[src/rtl/ddr_init_pkg.sv]
package ddr_init_pkg;
   localparam int CW      = 18;
   localparam int RAS_BIT = 17;
   localparam int CAS_BIT = 16;
   localparam int WE_BIT  = 15;
   localparam int BA_LO   = 13;
   localparam int AW      = 13;
   localparam int NSTEPS  = 6;
   localparam int IDX_W   = 3;

   typedef logic [CW-1:0] cmdw_t;

   localparam cmdw_t CMD_IDLE = 18'h38000;

   typedef enum logic [1:0] {ST_OFF, ST_PWR, ST_GAP, ST_ON} seq_st_t;

   function automatic cmdw_t pack_cmd(input logic ras_n, input logic cas_n,
                                      input logic we_n, input logic [1:0] ba,
                                      input logic [AW-1:0] a);
      cmdw_t w;
      w            = '0;
      w[RAS_BIT]   = ras_n;
      w[CAS_BIT]   = cas_n;
      w[WE_BIT]    = we_n;
      w[BA_LO+:2]  = ba;
      w[AW-1:0]    = a;
      return w;
   endfunction
endpackage

[src/rtl/ddr_init_timer.sv]
module ddr_init_timer #(
   parameter int W = 16
) (
   input  logic         clk,
   input  logic         rst_n,
   input  logic         load,
   input  logic [W-1:0] value,
   output logic         expired
);
   logic [W-1:0] cnt_q;

   always_ff @(posedge clk or negedge rst_n) begin
      if (!rst_n)            cnt_q <= '0;
      else if (load)         cnt_q <= value;
      else if (cnt_q != '0)  cnt_q <= cnt_q - 1'b1;
   end

   assign expired = (cnt_q == '0);
endmodule

[src/rtl/ddr_init_steps.sv]
module ddr_init_steps
   import ddr_init_pkg::*;
#(
   parameter bit       REDUCED_DRIVE = 1'b1,
   parameter bit [2:0] BURST_CODE    = 3'd3,
   parameter bit [2:0] CAS_CODE      = 3'd6
) (
   input  logic [IDX_W-1:0] idx,
   output cmdw_t            word
);
   localparam logic [AW-1:0] MR_BASE =
      {4'b0, 1'b0, 1'b0, CAS_CODE, 1'b0, BURST_CODE};
   localparam logic [AW-1:0] MR_DLLRST = MR_BASE | 13'h100;

   logic [AW-1:0] emr_val;

   generate
      if (REDUCED_DRIVE) begin : g_drv_reduced
         assign emr_val = 13'h002;
      end else begin : g_drv_full
         assign emr_val = 13'h000;
      end
   endgenerate

   always_comb begin
      unique case (idx)
         3'd0:    word = pack_cmd(1'b0, 1'b1, 1'b0, 2'b11, {AW{1'b1}});
         3'd1:    word = pack_cmd(1'b0, 1'b0, 1'b0, 2'b01, emr_val);
         3'd2:    word = pack_cmd(1'b0, 1'b0, 1'b0, 2'b00, MR_DLLRST);
         3'd3,
         3'd4:    word = pack_cmd(1'b0, 1'b0, 1'b1, 2'b00, '0);
         3'd5:    word = pack_cmd(1'b0, 1'b0, 1'b0, 2'b00, MR_BASE);
         default: word = CMD_IDLE;
      endcase
   end
endmodule

[src/rtl/ddr_init_cmd_out.sv]
module ddr_init_cmd_out
   import ddr_init_pkg::*;
(
   input  logic  clk,
   input  logic  rst_n,
   input  logic  seq_fire,
   input  cmdw_t seq_word,
   input  logic  man_fire,
   input  cmdw_t man_word,
   output cmdw_t cmd_word
);
   cmdw_t nxt;

   always_comb begin
      if (seq_fire)      nxt = seq_word;
      else if (man_fire) nxt = man_word;
      else               nxt = CMD_IDLE;
   end

   always_ff @(posedge clk or negedge rst_n) begin
      if (!rst_n) cmd_word <= CMD_IDLE;
      else        cmd_word <= nxt;
   end
endmodule

[src/rtl/ddr_init_seq.sv]
module ddr_init_seq
   import ddr_init_pkg::*;
#(
   parameter int       CLK_MHZ       = 125,
   parameter int       PWRUP_US      = 100,
   parameter int       GAP_W         = 16,
   parameter bit       REDUCED_DRIVE = 1'b1,
   parameter bit [2:0] BURST_CODE    = 3'd3,
   parameter bit [2:0] CAS_CODE      = 3'd6
) (
   input  logic             clk,
   input  logic             rst_n,
   input  logic             start,
   input  logic             init_reset,
   input  logic [GAP_W-1:0] gap_cycles,
   input  logic             man_valid,
   input  logic [17:0]      man_cmd,
   output logic             man_ready,
   output logic [17:0]      cmd_word,
   output logic             busy,
   output logic             mem_en,
   output logic             refresh_en,
   output logic             init_done
);
   localparam int PWR_CYC = PWRUP_US * CLK_MHZ;
   localparam int PWR_W   = $clog2(PWR_CYC + 1);
   localparam int TW      = ((PWR_W > GAP_W) ? PWR_W : GAP_W) + 1;
   localparam logic [IDX_W-1:0] LAST = IDX_W'(NSTEPS - 1);

   generate
      if (CLK_MHZ < 2) begin : g_bad_clk
         $error("CLK_MHZ must be at least 2");
      end
      if (GAP_W < $clog2(CLK_MHZ + 1)) begin : g_bad_gap
         $error("GAP_W too narrow for the default gap");
      end
   endgenerate

   seq_st_t          st_q;
   logic [IDX_W-1:0] idx_q, fire_idx;
   logic [GAP_W-1:0] gap_q, gap_eff;
   logic             on_q, idle, start_go, seq_fire, man_fire, tmr_load, expired;
   logic [TW-1:0]    tmr_val;
   cmdw_t            step_word;

   assign idle      = (st_q == ST_OFF) || (st_q == ST_ON);
   assign start_go  = start && idle && !init_reset;
   assign man_ready = idle && !start && !init_reset;
   assign man_fire  = man_valid && man_ready;

   always_comb begin
      if (gap_cycles == '0)      gap_eff = GAP_W'(CLK_MHZ);
      else if (gap_cycles < 2)   gap_eff = GAP_W'(2);
      else                       gap_eff = gap_cycles;
   end

   always_comb begin
      seq_fire = 1'b0;
      fire_idx = '0;
      if (!init_reset && expired) begin
         if (st_q == ST_PWR) begin
            seq_fire = 1'b1;
         end else if (st_q == ST_GAP && idx_q != LAST) begin
            seq_fire = 1'b1;
            fire_idx = idx_q + 1'b1;
         end
      end
   end

   assign tmr_load = start_go || seq_fire;
   assign tmr_val  = start_go ? TW'(PWR_CYC - 1) : TW'(gap_q) - 1'b1;

   always_ff @(posedge clk or negedge rst_n) begin
      if (!rst_n) begin
         st_q  <= ST_OFF;
         idx_q <= '0;
         gap_q <= GAP_W'(2);
         on_q  <= 1'b0;
      end else if (init_reset) begin
         st_q  <= ST_OFF;
         on_q  <= 1'b0;
      end else if (start_go) begin
         st_q  <= ST_PWR;
         gap_q <= gap_eff;
         on_q  <= 1'b0;
      end else if (seq_fire) begin
         st_q  <= ST_GAP;
         idx_q <= fire_idx;
      end else if (st_q == ST_GAP && expired) begin
         st_q  <= ST_ON;
         on_q  <= 1'b1;
      end
   end

   assign busy       = !idle;
   assign mem_en     = on_q;
   assign refresh_en = on_q;
   assign init_done  = on_q;

   ddr_init_timer #(.W(TW)) u_timer (
      .clk     (clk),
      .rst_n   (rst_n),
      .load    (tmr_load),
      .value   (tmr_val),
      .expired (expired)
   );

   ddr_init_steps #(
      .REDUCED_DRIVE (REDUCED_DRIVE),
      .BURST_CODE    (BURST_CODE),
      .CAS_CODE      (CAS_CODE)
   ) u_steps (
      .idx  (fire_idx),
      .word (step_word)
   );

   ddr_init_cmd_out u_out (
      .clk      (clk),
      .rst_n    (rst_n),
      .seq_fire (seq_fire),
      .seq_word (step_word),
      .man_fire (man_fire),
      .man_word (man_cmd),
      .cmd_word (cmd_word)
   );
endmodule

[config.mk]
export PLATFORM = sky130hd
export DESIGN_NAME = ddr_init_seq
export DESIGN_NICKNAME = d
export VERILOG_FILES = /design/src/rtl/ddr_init_pkg.sv /design/src/rtl/ddr_init_timer.sv /design/src/rtl/ddr_init_steps.sv /design/src/rtl/ddr_init_cmd_out.sv /design/src/rtl/ddr_init_seq.sv
export SDC_FILE = /design/constraint.sdc
export NUM_CORES = 1
export LEC_CHECK = 0
export BUFFER_PORTS_ARGS = -buffer_cell sky130_fd_sc_hd__buf_2
export CAP_MARGIN = 20
export CORE_MARGIN = 4
export CORE_UTILIZATION = 50
export CTS_BUF_LIST = sky130_fd_sc_hd__clkbuf_8
export DETAILED_ROUTE_END_ITERATION = 7
export GPL_ROUTABILITY_DRIVEN = 0
export HOLD_SLACK_MARGIN = 0.05
export MAX_ROUTING_LAYER = met4
export PLACE_DENSITY_LB_ADDON = 0.12
export SLEW_MARGIN = 20
export SYNTH_ARGS = -nofsm -noshare
export SYNTH_HDL_FRONTEND = slang
export SYNTH_SLANG_ARGS = --single-unit
[constraint.sdc]
create_clock -name clk -period 6.05 [get_ports clk]
set_clock_uncertainty 0.2 [all_clocks]
set_input_delay 1.21 -clock clk [delete_from_list [all_inputs] [get_ports clk]]
set_output_delay 1.21 -clock clk [all_outputs]
set_load 0.01 [all_outputs]
# Yosys cells after proc, flatten, opt, wreduce, memory -nomap -nowiden
# Index checks and enable logic that the tools add are counted.
# totals
reg_bits	57
word_cells	69
# op_classes
addsub	3
order_cmp	1
eq_ne	10
n_mux	22
bitwise	2
reduce_logical	25
# op_table
op	count
18-bit one-hot mux with 5 select lines	1
17-bit two-way mux	3
18-bit two-way mux	2
16-bit two-way mux	2
17-bit logical NOT	1
17-bit nonzero test	1
16-bit by 1-bit subtractor with 17-bit output (second input constant)	1
17-bit by 1-bit subtractor with 17-bit output (second input constant)	1
16-bit logical NOT	1
16-bit by 2-bit less-than comparator with 1-bit output (second input constant)	1
3-bit two-way mux	3
1-bit logical AND	8
2-bit two-way mux	4
1-bit two-way mux	7
3-bit by 2-bit equality test with 1-bit output (second input constant)	2
3-bit equality test (second input constant)	2
3-bit inequality test (second input constant)	2
2-bit equality test (second input constant)	2
2-bit AND reduction	2
4-bit nonzero test	1
3-bit by 1-bit adder with 3-bit output (second input constant)	1
3-bit by 1-bit equality test with 1-bit output (second input constant)	1
1-bit logical NOT	3
3-bit logical NOT	1
8 further kinds	10

# Longest topological paths before layout
# depth
word_depth	9
mapped_depth	9

# Modules after synthesis
# A second synthesis with hierarchy kept.
# unflattened
cells_unflattened	348
hier_area_um2	3288.2
# by_module_without_submodules
mod	n_inst	cells_per_inst	area_each_um2	seq_area_each_um2
ddr_init_seq	1	175	1438.9	551.8
ddr_init_timer	1	109	1033.5	425.4
ddr_init_cmd_out	1	45	684.4	454.2
ddr_init_steps	1	19	131.4	0.0

# Worst setup path before layout
# Ideal clock, no wire load.
# synth_timing
path_kind	input to output
startpoint	input port init_reset
endpoint	output port man_ready
t_arrival_ns	1.581
required_time_ns	4.640
slack_ns	3.059
cell_stages	1
path_cell_list	nor3b_1
# synth_between
elab_chain_cells	2
# synth_rtl
element	line	rtl
from (decl)	ddr_init_seq.sv:14	input logic init_reset,
1-bit logical NOT	ddr_init_seq.sv:48	assign man_ready = idle && !start && !init_reset;
1-bit logical AND	ddr_init_seq.sv:48	
to (decl)	ddr_init_seq.sv:18	output logic man_ready,
# Every way passes these cells.

# Worst setup path after layout
# Same ends and word-level chain as after synthesis.

==> qor_table.md <==
| Quantity | This run | Unit |
|---|---|---|
| Result of the run | complete, no violations | - |
| Overflow left after global routing | 0 | - |
| Worst slew slack as a fraction of its limit | 36.88 | % |
| Final period utilization | 53.77 | % |
| Unrepaired setup endpoints after global routing | no | - |
| Number of buffers created by CTS | 9 | - |
| Average size of a mapped cell | 9.345 | µm² |
| Cell type with the highest occurrence count on the critical path | sky130_fd_sc_hd__buf_2 | - |
| Clock-pin slew on the worst setup and hold paths | 0.06 | ns |
| Synth top area cells | sky130_fd_sc_hd__dfrtp_1, sky130_fd_sc_hd__nand2_1, sky130_fd_sc_hd__xor2_1, sky130_fd_sc_hd__dfstp_2, sky130_fd_sc_hd__nor2_1 | - |
| Summed instance area of the synthesized netlist | 0.003112 | mm² |
| Initial antenna violation count | 0 | - |
| Worst hold margin | 0.2925 | ns |
| Cell row count | 28 | - |
| Crit path kind | in -> out | - |
| Count of final max-slew check failures | 0 | - |
| Largest net degree at the start of global routing | 58 | - |
| Maximum clock insertion buffer count | 2 | - |
| Synth Register Bits | 57 | - |
| Maximum VDD drop | 0.0001662 | V |
| Worst skew pair latency | 0.34 | ns |
| Worst min-delay path category | reg -> reg | - |
| DRT antenna net count | 0 | - |
| CP Data Arrival Time | 1.84 | ns |
| Async set or reset register ratio after synthesis | 100.0 | % |
| Maximum achievable frequency | 307.4 | MHz |
| Synthesis-to-layout area growth | 17.29 | % |
| Iteration count of the initial detailed-routing pass | 5 | - |
| CP Data Required Time | 4.64 | ns |
| Die Span X | 86.89 | µm |
| Via count of the first global-routing pass | 2624 | - |
| Hpwl dp | 5128 | µm |
| Number of buffers inserted by port buffering | 61 | - |
| Most numerous cell in the Yosys netlist | sky130_fd_sc_hd__nand2_1 | - |
| CTS tree | done | - |
| Antenna diode instance count | 0 | - |
| DR vias/cell | 5.609 | - |
| Share of post-route cells with drive strength above 1 | 23.99 | % |
| CTS root buffer | sky130_fd_sc_hd__clkbuf_8 | - |
| Count of distinct cell types in the synthesized netlist | 53 | - |
| Global-route wire length before repair | 12290 | µm |
| Cell-by-cell trace of the critical path | buf_2 > nor3b_1 > buf_2 | - |
| Cell taking the most area after synthesis | sky130_fd_sc_hd__dfrtp_1 | - |
| Proportion of netlist area held by the largest area contributor | 42.62 | % |
| Vert. Die Dim | 86.89 | µm |
| Nets | 437 | - |
| Hold buffer count at cts | 0 | - |
| Share of synthesized area occupied by flip-flops and latches | 46.00 | % |
| Number of vias after detailed routing | 2642 | - |
| Reported max-cap violation count | 0 | - |
| Post-CTS sizing | 0 | - |
| Maximum level of the CTS H-tree | 3 | - |
| Cell family with most CP delay | buffers and inverters | - |
| Detailed Route Iter0 Violations | 138 | - |
| Number of sinks on the clock net | 57 | - |
| Most frequently used flop master after synthesis | sky130_fd_sc_hd__dfrtp_1 | - |
| Cell with the largest stage delay on the worst path | sky130_fd_sc_hd__nor3b_1 | - |
| Critical Path Fanout Max | 12 | - |
| Final Hold Vio Count | 0 | - |
| Commonest cells in the synthesized netlist | sky130_fd_sc_hd__nand2_1, sky130_fd_sc_hd__dfrtp_1, sky130_fd_sc_hd__nor2_1 | - |
| Die area | 0.007550 | mm² |
| Worst r2r src | u_timer.cnt_q[0] | - |
| Drt total wl | 7033 | µm |
| Overall power | 1.024 | mW |
| Overall routing resource usage | 21.45 | % |
| Worst-Margin Slew | 0.9444 | ns |
| Number of design rule violations left after detail routing | 0 | - |
| Crit end category | primary output | - |
| Synthesized netlist cell count | 333 | - |
| Finished Core Util | 60.92 | % |
| Fin Setup TNS | 0 | ns |
| I/O pin total | 62 | - |
| Number of failing setup endpoints in the final timing report | 0 | - |
| Initial core utilization | 51.94 | % |
| Core area | 0.005991 | mm² |
| Largest stage delay on the critical path | 0.27 | ns |
| Count of synthesis-stage warnings from yosys | 0 | - |
| EDFF count, synth | 0 | - |
| Cell leakage power | 1.862 | nW |
| Power density over cell area | 280.6 | mW/mm² |
| CP startpoint | init_reset | - |
| Post-CTS repair timing setup buffer count | 0 | - |
| Final min period | 3.253 | ns |
| Routed wire length per instance | 14.93 | µm |
| Sort of element at the start of the critical path | input pin | - |
| Count of buffering cells on the critical path with inverters included | 2 | - |
| Synthesized net count | 379 | - |
| Worst Hold Launch | gap_q[11] | - |
path summary, 6_finish.rpt:
check / to / slack, ns / depth (start not counted)
worst min-delay path: gap_q[11] / 0.29 / 2
min in group asynchronous: u_out.cmd_word[0] / 0.78 / 2
max in group asynchronous: st_q[0] / 4.35 / 2
worst max-delay path: man_ready / 2.80 / 3
worst max register to register: u_out.cmd_word[16] / 2.84 / 7
worst min register to register: gap_q[11] / 0.29 / 2
layout make-up:
cell class,count,area [µm²]
multi-input combinational,249,1555
tap,75,93.84
fill,537,2341
clock buffer,12,165.2
clock inverter,4,42.54
timing repair buffer,63,320.3
inverter,11,41.29
sequential,57,1431
layout by cell type, fill, tap and decap left out, types with 4 or more instances in the layout:
master	instances
sky130_fd_sc_hd__ha_1	7
sky130_fd_sc_hd__o21ai_0	16
sky130_fd_sc_hd__a21oi_1	15
sky130_fd_sc_hd__xnor2_1	8
sky130_fd_sc_hd__clkbuf_8	12
sky130_fd_sc_hd__xor2_1	15
sky130_fd_sc_hd__buf_2	61
sky130_fd_sc_hd__nand2_1	59
sky130_fd_sc_hd__nor2_1	26
sky130_fd_sc_hd__or2_2	4
sky130_fd_sc_hd__a21o_1	12
sky130_fd_sc_hd__or4_1	6
sky130_fd_sc_hd__nor3_1	8
sky130_fd_sc_hd__a22oi_1	8
sky130_fd_sc_hd__inv_1	13
sky130_fd_sc_hd__dfstp_2	4
sky130_fd_sc_hd__or3_1	5
sky130_fd_sc_hd__nor4_1	13
sky130_fd_sc_hd__dfrtp_1	53
stage by stage:
step                      area (µm²)  worst slack [ns]  cells
after floorplan                 3112             3.059    333
after global placement          3435             2.712    454
after detailed placement        3442             2.689    455
after CTS                       3650             2.798    471
after global routing            3650             2.558    471
final                           3650             2.797    471
logic make-up after synthesis:
group	synth area share, %
xor+xnor	6.474
compound gates	15.64
mux	1.045
simple gates	24.00
fa+ha+maj	2.815
flops	46.00
buf+inv	4.021
sequential cells by signal, summed over array words and instances, names as in the netlist:
name / count
gap_q: 16
idx_q: 3
init_done: 1
st_q: 2
u_out.cmd_word: 18
u_timer.cnt_q: 17
report_power, final:
group | internal, mW | leakage, nW | switching, mW
Sequential | 0.425 | 0.719 | 0.0542
Combinational | 0.0778 | 1.03 | 0.0971
Clock | 0.220 | 0.115 | 0.150
per-layer routing:
layer  GRT usage (%)  part of all wire [%]  up-vias
met4           7.649                   1.6        0
met3           5.771                   7.4       12
met2           33.54                    46       78
met5               -                     0        -
met1           26.81                    45     1248
li1                -                     -     1304
worst register-to-register path, delay by kind of cell, from the launching register on:
family / cells / cell delay (ns)
adder cells (fa/ha/maj): 1 / 0.14
AND/OR/NAND/NOR: 4 / 2.14
buffers and inverters: 1 / 0.10
AO/OA/AOI/OAI: 1 / 0.16
flip-flops: 1 / 0.42
Note: power is estimated with default switching activity, not from simulation.
